[src/rtl/duart_pkg.sv]
package duart_pkg;

    typedef enum logic [1:0] {
        ST_RESET     = 2'd0,
        ST_SPLIT_CS  = 2'd1,
        ST_SHARED_CS = 2'd2
    } front_state_t;

    localparam int unsigned NUM_CH     = 2;
    localparam int unsigned OFF_W      = 3;
    localparam logic [2:0]  OFF_DIV_LO = 3'd0;
    localparam logic [2:0]  OFF_DIV_HI = 3'd1;
    localparam logic [2:0]  OFF_LINE   = 3'd3;
    localparam logic [2:0]  OFF_SCR    = 3'd7;
    localparam int unsigned DIV_EN_BIT = 7;

endpackage

[src/rtl/duart_mode_fsm.sv]
module duart_mode_fsm
    import duart_pkg::*;
(
    input  logic clk,
    input  logic rst,
    input  logic mode_in,
    output logic access_en,
    output logic single_mode
);

    front_state_t state_q, state_d;
    logic         mode_q;

    always_ff @(posedge clk) begin
        if (rst) begin
            state_q <= ST_RESET;
            mode_q  <= mode_in;
        end else begin
            state_q <= state_d;
        end
    end

    always_comb begin
        state_d     = state_q;
        access_en   = 1'b0;
        single_mode = mode_q;
        unique case (state_q)
            ST_RESET: begin
                state_d = mode_q ? ST_SHARED_CS : ST_SPLIT_CS;
            end
            ST_SPLIT_CS: begin
                access_en = 1'b1;
            end
            ST_SHARED_CS: begin
                access_en = 1'b1;
            end
            default: begin
                state_d = ST_RESET;
            end
        endcase
    end

endmodule

[src/rtl/duart_chan_decode.sv]
module duart_chan_decode (
    input  logic access_en,
    input  logic single_mode,
    input  logic cs_a_n,
    input  logic cs_b_n,
    input  logic chan_bit,
    output logic sel_a,
    output logic sel_b
);

    always_comb begin
        sel_a = 1'b0;
        sel_b = 1'b0;
        if (access_en) begin
            if (single_mode) begin
                sel_a = !cs_a_n && !chan_bit;
                sel_b = !cs_a_n &&  chan_bit;
            end else begin
                sel_a = !cs_a_n;
                sel_b = !cs_b_n;
            end
        end
    end

endmodule

[src/rtl/duart_chan_regs.sv]
module duart_chan_regs
    import duart_pkg::*;
#(
    parameter int unsigned DATA_W = 8
) (
    input  logic              clk,
    input  logic              rst,
    input  logic              we,
    input  logic [OFF_W-1:0]  off,
    input  logic [DATA_W-1:0] wdata,
    output logic [DATA_W-1:0] rdata_raw,
    output logic              id_mode
);

    logic [DATA_W-1:0] div_lo_q, div_hi_q, line_q, scr_q;
    logic              div_en;

    assign div_en = line_q[DIV_EN_BIT];

    always_ff @(posedge clk) begin
        if (rst) begin
            div_lo_q <= '0;
            div_hi_q <= '0;
            line_q   <= '0;
            scr_q    <= '0;
        end else if (we) begin
            case (off)
                OFF_DIV_LO: if (div_en) div_lo_q <= wdata;
                OFF_DIV_HI: if (div_en) div_hi_q <= wdata;
                OFF_LINE:   line_q <= wdata;
                OFF_SCR:    scr_q  <= wdata;
                default:    ;
            endcase
        end
    end

    always_comb begin
        case (off)
            OFF_DIV_LO: rdata_raw = div_en ? div_lo_q : '0;
            OFF_DIV_HI: rdata_raw = div_en ? div_hi_q : '0;
            OFF_LINE:   rdata_raw = line_q;
            OFF_SCR:    rdata_raw = scr_q;
            default:    rdata_raw = '0;
        endcase
    end

    assign id_mode = div_en && (div_lo_q == '0) && (div_hi_q == '0);

endmodule

[src/rtl/duart_host_front.sv]
module duart_host_front
    import duart_pkg::*;
#(
    parameter int unsigned DATA_W = 8,
    parameter int unsigned ADDR_W = 4,
    parameter logic [7:0]  DEV_ID = 8'h0A,
    parameter logic [7:0]  REV_ID = 8'h01
) (
    input  logic              clk,
    input  logic              rst,
    input  logic              bus_mode,
    input  logic              cs_a_n,
    input  logic              cs_b_n,
    input  logic [ADDR_W-1:0] addr,
    input  logic              wr,
    input  logic              rd,
    input  logic [DATA_W-1:0] wdata,
    output logic [DATA_W-1:0] rdata,
    output logic              rd_misuse
);

    localparam int unsigned CH_BIT = OFF_W;

    logic              access_en, single_mode;
    logic              sel_a, sel_b;
    logic [OFF_W-1:0]  off;
    logic [NUM_CH-1:0] sel_vec, id_mode;
    logic [DATA_W-1:0] raw_data [NUM_CH];
    logic [DATA_W-1:0] ch_data  [NUM_CH];

    assign off     = addr[OFF_W-1:0];
    assign sel_vec = {sel_b, sel_a};

    duart_mode_fsm u_fsm (
        .clk         (clk),
        .rst         (rst),
        .mode_in     (bus_mode),
        .access_en   (access_en),
        .single_mode (single_mode)
    );

    duart_chan_decode u_dec (
        .access_en   (access_en),
        .single_mode (single_mode),
        .cs_a_n      (cs_a_n),
        .cs_b_n      (cs_b_n),
        .chan_bit    (addr[CH_BIT]),
        .sel_a       (sel_a),
        .sel_b       (sel_b)
    );

    for (genvar ch = 0; ch < NUM_CH; ch++) begin : g_ch
        duart_chan_regs #(.DATA_W(DATA_W)) u_regs (
            .clk       (clk),
            .rst       (rst),
            .we        (wr && sel_vec[ch]),
            .off       (off),
            .wdata     (wdata),
            .rdata_raw (raw_data[ch]),
            .id_mode   (id_mode[ch])
        );

        always_comb begin
            ch_data[ch] = raw_data[ch];
            if (id_mode[ch]) begin
                if (off == OFF_DIV_HI)      ch_data[ch] = DATA_W'(DEV_ID);
                else if (off == OFF_DIV_LO) ch_data[ch] = DATA_W'(REV_ID);
            end
        end
    end

    always_comb begin
        if (sel_a)      rdata = ch_data[0];
        else if (sel_b) rdata = ch_data[1];
        else            rdata = '0;
    end

    assign rd_misuse = rd && sel_a && sel_b;

endmodule

[config.mk]
export PLATFORM = sky130hd
export DESIGN_NAME = duart_host_front
export DESIGN_NICKNAME = d
export VERILOG_FILES = /design/src/rtl/duart_pkg.sv /design/src/rtl/duart_mode_fsm.sv /design/src/rtl/duart_chan_decode.sv /design/src/rtl/duart_chan_regs.sv /design/src/rtl/duart_host_front.sv
export SDC_FILE = /design/constraint.sdc
export NUM_CORES = 1
export LEC_CHECK = 0
export ABC_AREA = 1
export BUFFER_PORTS_ARGS = -buffer_cell sky130_fd_sc_hd__buf_2
export CAP_MARGIN = 15
export CORE_UTILIZATION = 44
export DETAILED_ROUTE_END_ITERATION = 6
export GPL_TIMING_DRIVEN = 0
export HOLD_SLACK_MARGIN = 0.05
export PLACE_DENSITY = 0.72
export SYNTH_ARGS = -nofsm -noshare
export SYNTH_HDL_FRONTEND = slang
export SYNTH_HIERARCHICAL = 1
export SYNTH_SLANG_ARGS = --single-unit
[constraint.sdc]
create_clock -name clk -period 3.9 [get_ports clk]
set_input_delay 0.78 -clock clk [delete_from_list [all_inputs] [get_ports clk]]
set_output_delay 0.78 -clock clk [all_outputs]
set_load 0.005 [all_outputs]
# Yosys cells after proc, flatten, opt, wreduce, memory -nomap -nowiden
# Index checks and enable logic that the tools add are counted.
# op_classes
reduce_logical	28
n_eq_ne	5
muxes	21
# op_table
operator	n
$mux 8	12
$pmux 8 s4	2
$logic_not 8->1	4
$reduce_and 3->1	4
$logic_and 1x1->1	10
$reduce_and 2->1	4
$mux 1	5
$pmux 2 s2	1
$eq 3x1->1 const B	1
$eq 3x2->1 const B	1
$eq 3x3->1 const B	1
$logic_not 1->1	3
$logic_not 3->1	1
$eq 2x1->1 const B	1
$eq 2x2->1 const B	1
$logic_not 2->1	1
$mux 2	1
$reduce_or 2->1	1
# totals
output_inout_bits	9
input_bits	19
ff_bits	67

# Longest topological paths before layout
# Gate-level depths: netlist of the first run.
# logic_depth
depth_word	7
ltp_mapped	13

# Hierarchy
# The synthesis of the first run kept the hierarchy.
# by_module_without_submodules
mod	n_inst	area_per_inst_um2	cells_per_inst
duart_chan_regs	2	1848.0	311
duart_host_front	1	234.0	51
duart_mode_fsm	1	125.1	14
duart_chan_decode	1	32.5	8

# Worst setup path after synthesis of the first run
# No wires, ideal clock.
# synth_timing
kind	input-to-output
from	in addr[0]
to	out rdata[0]
cell_stages	11
slack_ns	1.442
n_path_buf	2
required_time_ns	3.120
t_arrival_ns	1.678
cell_sequence	buf_4 > clkinv_1 > buf_2 > nand4_1 > nand2_1 > inv_1 > nand2_1 > nand2_1 > nand2_1 > nand2_1 > nand2_1
# synth_lines
item	line	text
from (decl)	duart_host_front.sv:14	input logic [ADDR_W-1:0] addr,
to (decl)	duart_host_front.sv:18	output logic [DATA_W-1:0] rdata,

==> results of run 1 <==
==> sequential cells by signal, summed over array words and instances (netlist names) <==
name and flops:
u_fsm/single_mode 1, g_ch.u_regs/scr_q 16, g_ch.u_regs/line_q 16, u_fsm/state_q 2
g_ch.u_regs/div_lo_q 16, g_ch.u_regs/div_hi_q 16
==> stage by stage <==
stage / hold WS (ns) / area [um^2] / cells / setup slack, ns
6_report: 0.472 / 4590 / 846 / 0.896
5_1_grt: 0.509 / 4590 / 846 / 0.701
4_1_cts: 0.476 / 4590 / 846 / 0.904
3_5_place_dp: 0.464 / 4360 / 830 / 0.908
3_3_place_gp: 0.443 / 4360 / 830 / 0.889
2_1_floorplan: 0.430 / 4090 / 695 / 1.44
==> cell usage after synthesis (4+ instances only) <==
cell type	n
a21oi_1	20
nand3_1	24
clkinv_1	4
buf_2	14
buf_1	6
dfxtp_1	66
nand4_1	66
nor2_1	124
nor2_4	5
inv_1	144
nand2_1	198
buf_4	4
==> cell type report <==
class | instances | area share
tap | 108 | 0.0294
multi-input combinational | 449 | 0.438
clock inverter | 6 | 0.0207
sequential | 67 | 0.294
buffer | 29 | 0.0357
timing repair buffer | 27 | 0.0294
inverter | 150 | 0.123
clock buffer | 10 | 0.0300
==> kinds of logic after synthesis <==
| kind of cell | after synthesis |
|---|---|
| and+or+nand+nor | 428 |
| buffers and inverters | 179 |
| AOI/OAI and AO/OA | 20 |
| adders and majority gates | 1 |
| DFF | 67 |
==> placed cells by master, fill, tap and decap left out, drive strengths merged <==
cell type / count
nand4: 66
bufinv: 2
buf: 54
nor3: 2
dfxtp: 66
ha: 1
inv: 148
clkbuf: 12
a21oi: 20
nand3: 26
nor2: 132
edfxtp: 1
nand2: 202
clkinv: 6
==> path summary, 6_finish.rpt <==
path,startpoint,to
hold reg to reg,u_fsm/state_q[1],u_fsm/state_q[1]
setup / recovery,addr[2],rdata[1]
setup reg to reg,u_fsm/state_q[0],g_ch[0].u_regs/div_lo_q[0]
hold / removal,u_fsm/state_q[1],u_fsm/state_q[1]
==> power by group through the flow <==
stage          logic, uW  clock network [uW]  registers [uW]
2_1_floorplan        124                   0             718
3_3_place_gp         175                   0             718
3_5_place_dp         181                   0             719
4_1_cts              182                 700             703
5_1_grt              207                 730             705
6_report             183                 692             703
==> critical path: cells and delay by family <==
family,cells,cell delay [ns]
buffers and inverters,5,0.66
AND/OR/NAND/NOR,7,0.79
==> routing by layer <==
layer,vias to the layer above,GRT usage
met4,0,0.117
met3,26,0.0387
met1,1877,0.308
li1,2186,-
met5,-,0
met2,131,0.423
==> summary.md, run 1 <==
| Metric | Value |
|---|---|
| Sw frac | `0.281` |
| Area of the multi-input gates | `2010 um^2` |
| WL/cell | `13.2 um` |
| CP dominant cell by count | `nand2_1` |
| Final net count | `753` |
| Fin util | `0.519` |
| Final setup viols | `0` |
| Leak | `0.00239 uW` |
| Critical Path, Cell by Cell | `buf_2, nor2_2, buf_2, nand4_1, nand2_1, inv_1, nand2_1, inv_1, nand2_1, nand3_1, nand2_1, buf_2` |
| P_sw | `444 uW` |
| Post-CTS resize count | `0` |
| Met2 Wirelength | `5460 um` |
| Post-layout min period | `3.00 ns` |
| Status | `finished clean` |
| Synthesis-stage register bit count | `67` |
| Core area | `8850 um^2` |
| Post-synth ARST share | `0` |
| Clk sinks | `67` |
| Period Utilization, post-route | `0.770` |
| Die area | `9680 um^2` |
| Crit-path max FO | `10` |
| Reg clk slew, reported paths | `0.08 ns` |
| Post-synth EDFFs | `1` |
| First-pass GRT wire length | `18700 um` |
| Post-Synthesis Cells | `695` |
| Register area | `1350 um^2` |
| Area contributors post-synth | `dfxtp_1 32%, nand2_1 18%, inv_1 13%` |
| Final Skew | `0.00954 ns` |
| Post CTS Setup Buffer Count | `0` |
| Fmax | `333 MHz` |
| Htree depth | `3` |
| HP Class | `reg2reg` |
| CP max stage delay | `0.31 ns` |
| Synth area leader | `dfxtp_1` |
| Met1 wire length | `4810 um` |
| Syn_area_per_cell | `5.88 um^2` |
| WL met3 | `562 um` |
| Mapped cell area | `4090 um^2` |
| RePlAce Congestion | `0.899` |
| Combinational Power Share | `0.116` |
| Peak supply drop | `162 uV` |
| Starting Density | `0.462` |
| CTS tree | `done` |
| Port bufs | `27` |
| Ys Warns | `6` |
| Mux contribution to synthesized area | `0` |
| TritonCTS Buffers | `9` |
| Initial DRC Count | `238` |
| Tot Pwr | `1580 uW` |
| Yosys cell types | `22` |
| Top Metal Used | `met4` |
| Chip height | `98.4 um` |
| Worst slew margin | `0.689` |
| Pre-Repair DR Iteration Count | `5` |
| P_int | `1130 uW` |
| Via density | `4.99` |
| Hold-fix buffers, CTS | `0` |
| Reg2Reg Depth | `13` |
| Transition time of the tightest slew-check pin | `0.466 ns` |
| Vias in the first global route | `3930` |
| # Max-Cap Violations | `0` |
| Clock network power share | `0.439` |
| Post-synthesis to final-layout area growth | `12.3%` |
| Share of layout cells above drive strength 1 | `0.108` |
| WHS Path Cells | `2` |
| Clk_lat worst skew | `0.36 ns` |
| Sequential share of the synthesized area | `0.331` |
| Setup TNS | `0 ns` |
| Worst setup path category | `in2out` |
| R2R setup slack | `1.58 ns` |
| Gr usage total | `0.248` |
| I/O pin cnt | `28` |
| Grt ovf | `0` |
| Arr. time, crit path | `2.22 ns` |
| Initial antenna violation count | `0` |
| Synth top area share | `0.323` |
| Residual DRC | `0` |
| Primary FF master, synth | `dfxtp_1` |
| Crit-path slowest cell | `nor2_2` |
| Max clock buf depth | `2` |
| CTS root buffer | `clkbuf_8` |
| Total Wirelength | `11200 um` |
| Crit. End Element | `primary output` |
| Worst Setup Start Kind | `primary input` |
| Width of the die | `98.4 um` |
| Combinational family with the most area after synthesis | `simple AND/OR/NAND/NOR gates` |
| Pins Over Slew Limit | `0` |
| Syn_nets | `715` |
| RSZ-0062 raised after global routing | `false` |
| Post-synthesis xor/xnor area fraction | `0` |
| Largest net degree at the start of global routing | `14` |
| Share of power burned in registers | `0.445` |
| Via count | `4220` |
| Number of diodes | `0` |
| Synth Area in Adders | `0.00306` |
| Compound-cell area share of the yosys netlist | `0.0245` |
| Final hold vios | `0` |
| # fillers | `940` |
| DP HPWL | `8640 um` |
| Simple-Gate Fraction of Synth Area | `0.464` |
| Row cnt | `34` |
| Critical Path RT | `3.12 ns` |
| Antenna viol nets, final | `0` |
| Power per Cell Area | `344 nW/um^2` |
Power figures use the tool's default switching activity.
==> run 2, diff against run 1 <==
Settings changed: ABC_AREA 1 to 0, PLACE_DENSITY 0.72 to 0.75.
Clock period 3.9 ns to 2.68 ns, I/O delays scaled along.
==> summary.md, run 2 <==
| Metric | Value |
|---|---|
| WL/cell | `16.4 um` |
| Layout Cells excl Fill | `570` |
| Grt ovf | `0` |
| Final net count | `483` |
| Leak | `0.00139 uW` |
| Via count | `3210` |
| Gr usage total | `0.242` |
| Final hold vios | `0` |
| Pins Over Slew Limit | `0` |
| CTS root buffer | `clkbuf_8` |
| Reg2Reg Depth | `10` |
| Status | `complete, but fails checks` |
| Worst setup path category | `reg2out` |
| Max clock buf depth | `2` |
| # Max-Cap Violations | `0` |
| Hold slack | `0.373 ns` |
| Synthesis-stage register bit count | `67` |
| Core area | `7730 um^2` |
| Port bufs | `27` |
| RePlAce Congestion | `0.890` |
| Reg clk slew, reported paths | `0.07 ns` |
| Pre-Repair DR Iteration Count | `5` |
| First-pass GRT wire length | `15400 um` |
| Primary FF master, synth | `dfxtp_1` |
| Total Wirelength | `9380 um` |
| Critical Path RT | `2.14 ns` |
| Worst slew margin | `0.568` |
| Synth top area share | `0.377` |
| Crit-path max FO | `3` |
| Post-route worst setup slack | `-0.265 ns` |
| Hold-fix buffers, CTS | `0` |
| Arr. time, crit path | `2.41 ns` |
| Initial DRC Count | `189` |
| Setup TNS | `-1.46 ns` |
| RSZ-0062 raised after global routing | `true` |
| Post-synthesis to final-layout area growth | `17.2%` |
| Syn_nets | `444` |
| Cell count after placement | `553` |
| Starting Density | `0.453` |
| Period Utilization, post-route | `1.10` |
| Clk sinks | `67` |
| Synth area leader | `dfxtp_1` |
| Htree depth | `3` |
| Crit. End Element | `primary output` |
| Ys Warns | `6` |
| Mapped cell area | `3500 um^2` |
| Largest net degree at the start of global routing | `19` |
| Initial antenna violation count | `0` |
| I/O pin cnt | `28` |
| Vias in the first global route | `3060` |
| Worst Setup Start Kind | `flip-flop` |
| Post-synth EDFFs | `1` |
| Clk_lat worst skew | `0.35 ns` |
| Cell with the most instances after synthesis | `nand2_1` |
| Area contributors post-synth | `dfxtp_1 38%, nand2_1 11%, mux2i_1 8.6%` |
| Die area | `8320 um^2` |
| DP HPWL | `6670 um` |
| Final Skew | `0.0114 ns` |
| Post-placement setup slack | `-0.347 ns` |
| Transition time of the tightest slew-check pin | `0.647 ns` |
| Width of the die | `91.2 um` |
| Commonest non-fill, non-tap cells in the layout | `99 x nand2_1, 63 x dfxtp_1, 34 x nand2b_1, 34 x a21oi_1, 30 x mux2i_1` |
| Chip height | `91.2 um` |
| Failing checks | `negative setup slack` |
| HP Class | `in2reg` |
| Share of layout cells above drive strength 1 | `0.177` |
| Final setup viols | `8` |
| Synth top cells by count | `99 x nand2_1, 66 x dfxtp_1, 34 x a21oi_1, 34 x nand2b_1, 30 x mux2i_1` |
| Commonest non-fill, non-tap cell in the layout | `nand2_1` |
| Row cnt | `32` |
| Yosys cell types | `38` |
| Post-synth ARST share | `0` |
| # fillers | `735` |
| Syn_area_per_cell | `8.26 um^2` |
| TritonCTS Buffers | `9` |
| WHS Path Cells | `1` |
| CTS tree | `done` |
| Power per Cell Area | `496 nW/um^2` |
| Antenna viol nets, final | `0` |
| Via density | `5.63` |
| Fmax | `340 MHz` |
| Residual DRC | `0` |
| Post-layout min period | `2.95 ns` |
| Number of diodes | `0` |
| Peak supply drop | `363 uV` |
| Sequential share of the synthesized area | `0.386` |
| Post-Synthesis Cells | `424` |
[run 2: cell types whose count changed in the layout (fill, tap and decap cells not counted), sizes merged, moves of 13 or more]
cell,delta
buf,-13
o221ai,+14
mux2i,+30
clkbuf,+17
inv,-144
o21ai,+34
nand2b,+34
nor2b,+19
nor2,-128
nand4,-62
nand3,-24
a21oi,+14
nand2,-103
[run 2: metrics by stage]
stage,util,cell area (um^2),total power (uW)
after floorplan,-,3500,1180
after global placement,0.487,3770,1240
after detailed placement,0.487,3770,1250
after CTS,0.527,4070,2050
after global routing,0.531,4110,2130
final,0.531,4110,2040
[run 2: layout make-up]
type,count,area (um^2),area share
plain buffers,27,164,0.0399
clock buffers,12,166,0.0405
clock inverters,4,22.5,0.00549
inverters,4,15.0,0.00366
multi-input cells,323,2090,0.508
flip-flops and latches,67,1360,0.331
well taps,102,128,0.0311
repair buffers,31,165,0.0402
[run 2: cells by family after synthesis]
family	Yosys count	share of synthesized area
multiplexers	32	0.0921
flip-flops	67	0.386
adder cells (fa/ha/maj)	1	0.00357
AO/OA/AOI/OAI	95	0.169
buffers and inverters	34	0.0564
AND/OR/NAND/NOR	195	0.293
[run 2: per-layer routing]
metal	track usage	routed length [um]
met1	0.299	3730
met2	0.407	4670
met3	0.0544	658
met4	0.0926	315
met5	0	0
[run 2: repair_timing]
action | 4_1_cts | 5_1_grt
hold endpoints to repair | 0 | 0
pin swaps | 5 | 9
gates cloned | 0 | 0
setup endpoints to repair | 9 | 8
buffers inserted | 4 | 0
resized for setup | 16 | 9
[run 2: worst paths after layout]
path,slack (ns),start,endpoint
setup reg to reg,0.33,u_fsm/state_q[1],g_ch[0].u_regs/scr_q[2]
setup / recovery,-0.27,g_ch[1].u_regs/div_hi_q[7],rdata[0]
hold / removal,0.37,bus_mode,u_fsm/single_mode
hold reg to reg,0.46,g_ch[1].u_regs/line_q[5],g_ch[1].u_regs/line_q[5]
[run 2: worst max-delay path, stage by stage (launching register included)]
cell     delay [ns]
dfxtp_1        0.33
nor4_1         0.29
nand4_1        0.22
nor4_4         0.29
nor3b_4        0.28
mux2_4         0.32
a22o_1         0.20
buf_2          0.13
[run 2: power by group]
group / internal, uW / total [uW] / switching, uW
logic: 79.3 / 226 / 147
registers: 1010 / 1020 / 8.11
clock network: 413 / 793 / 381
total: 1500 / 2040 / 536
==> run 3, diff against run 2 <==
Settings changed: CORE_UTILIZATION 44 to 51, PLACE_DENSITY 0.75 to 0.81, REMOVE_ABC_BUFFERS from default to 1.
Clock period 2.68 ns to 3.7 ns, I/O delays scaled along.
==> summary.md, run 3 (synthesized netlist as in run 2, its figures left out) <==
| Metric | Value |
|---|---|
| Hold slack | `0.456 ns` |
| Share of layout cells above drive strength 1 | `0.117` |
| Leak | `0.00125 uW` |
| Via density | `6.05` |
| Post CTS Setup Buffer Count | `0` |
| Worst setup path category | `in2out` |
| TritonCTS Buffers | `9` |
| Reg clk slew, reported paths | `0.06 ns` |
| Largest net degree at the start of global routing | `84` |
| Hold-fix buffers, CTS | `0` |
| RSZ-0062 raised after global routing | `false` |
| WL/cell | `17.0 um` |
| Chip height | `84.9 um` |
| Delay-heaviest family, CP | `simple AND/OR/NAND/NOR gates` |
| Transition time of the tightest slew-check pin | `1.19 ns` |
| # Max-Cap Violations | `0` |
| Port bufs | `27` |
| Row cnt | `29` |
| Worst slew margin | `0.198` |
| Commonest non-fill, non-tap cells in the layout | `99 x nand2_1, 66 x dfxtp_1, 34 x nand2b_1, 34 x a21oi_1, 30 x mux2i_1` |
| Commonest non-fill, non-tap cell in the layout | `nand2_1` |
| Final hold vios | `0` |
| Layout Cells excl Fill | `512` |
| CTS root buffer | `clkbuf_8` |
| Gr usage total | `0.255` |
| Arr. time, crit path | `2.89 ns` |
| Fin util | `0.572` |
| CP max stage delay | `1.09 ns` |
| Initial antenna violation count | `0` |
| Pins Over Slew Limit | `0` |
| Starting Density | `0.539` |
| Critical Path RT | `2.96 ns` |
| RePlAce Congestion | `0.945` |
| Final Skew | `0.00775 ns` |
| Cell count after placement | `498` |
| Post-CTS resize count | `0` |
| I/O pin cnt | `28` |
| Max clock buf depth | `2` |
| Width of the die | `84.9 um` |
| Status | `finished clean` |
| Critical path destination | `rdata[0]` |
| Clk_lat worst skew | `0.35 ns` |
| First-pass GRT wire length | `14000 um` |
| Grt ovf | `0` |
| DP HPWL | `5800 um` |
| Final net count | `453` |
| Reg2Reg Depth | `7` |
| Initial DRC Count | `237` |
| Htree depth | `3` |
| Worst Setup Start Kind | `primary input` |
| Crit. End Element | `primary output` |
| Power per Cell Area | `367 nW/um^2` |
| Total stage count of the critical path | `7` |
| R2R setup slack | `0.77 ns` |
| Post-placement setup slack | `0.152 ns` |
| Vias in the first global route | `2859` |
| Via count | `3100` |
| Crit-path max FO | `33` |
| Critical R2R Launch | `u_fsm/state_q[0]` |
| Die area | `7200 um^2` |
| Fmax | `276 MHz` |
| Critical Path, Cell by Cell | `buf_2, nor4b_1, nand2_1, o221ai_1, mux2_2, a22o_1, buf_2` |
| Period Utilization, post-route | `0.981` |
| CTS tree | `done` |
| Peak supply drop | `253 uV` |
| Post-route worst setup slack | `0.0712 ns` |
| Final setup viols | `0` |
| Crit-path slowest cell | `nor4b_1` |
| Residual DRC | `0` |
| Post-synthesis to final-layout area growth | `5.96%` |
| Pre-Repair DR Iteration Count | `7` |
| Core area | `6490 um^2` |
| Post-layout min period | `3.63 ns` |
| HP Class | `reg2reg` |
| Buf+Inv Stages, Crit Path | `2` |
| Total Wirelength | `8720 um` |
| R2r endpoint | `g_ch[0].u_regs/div_lo_q[3]` |
| Number of diodes | `0` |
| Setup TNS | `0 ns` |
| Crit. Startpoint | `addr[2]` |
| Antenna viol nets, final | `0` |
| Clk sinks | `67` |
| CP dominant cell by count | `buf_2` |
[run 3: per-layer routing]
layer / track usage / share of wire / vias up
li1: - / - / 1494
met1: 0.344 / 0.44 / 1463
met2: 0.395 / 0.47 / 123
met3: 0.0671 / 0.073 / 20
met4: 0.0940 / 0.019 / 0
met5: 0 / 0 / -
[run 3: worst min path at each step]
stage                     slack (ns)  depth (start not counted)                startpoint                  endpoint
after floorplan                 0.43                          2          u_fsm/state_q[1]          u_fsm/state_q[1]
after global placement          0.44                          2  g_ch[0].u_regs/line_q[3]  g_ch[0].u_regs/line_q[3]
after detailed placement        0.45                          2   g_ch[0].u_regs/scr_q[7]   g_ch[0].u_regs/scr_q[7]
after CTS                       0.46                          2  g_ch[1].u_regs/line_q[0]  g_ch[1].u_regs/line_q[0]
after global routing            0.48                          2  g_ch[0].u_regs/line_q[0]  g_ch[0].u_regs/line_q[0]
final                           0.46                          2          u_fsm/state_q[1]          u_fsm/state_q[1]
[run 3: final cells by class]
class                   count  area, um^2
repair buffers             28         155
flip-flops and latches     67        1350
well taps                  77        96.3
fillers                   587        2780
clock inverters             1        5.00
multi-input cells         323        1950
clock buffers              12         135
inverters                   4        15.0
[run 3: worst register-to-register path, delay by kind of cell (launching register included)]
family | cells | cell delay (ns)
fa+ha+maj | 1 | 0.37
simple gates | 2 | 1.08
compound gates | 1 | 0.67
flops | 1 | 0.33
buf+inv | 2 | 0.14
mux | 1 | 0.27
[run 3: stage by stage]
stage	cell area [um^2]	power, uW
after global routing	3710	1420
after detailed placement	3550	892
after global placement	3550	885
final	3710	1360
after CTS	3690	1370
after floorplan	3320	826
[run 3: power by group]
group	internal (uW)	switching [uW]	leakage, uW
Combinational	47.9	96.7	0.000635
Clock	231	249	0.0000722
Sequential	732	5.30	0.000542
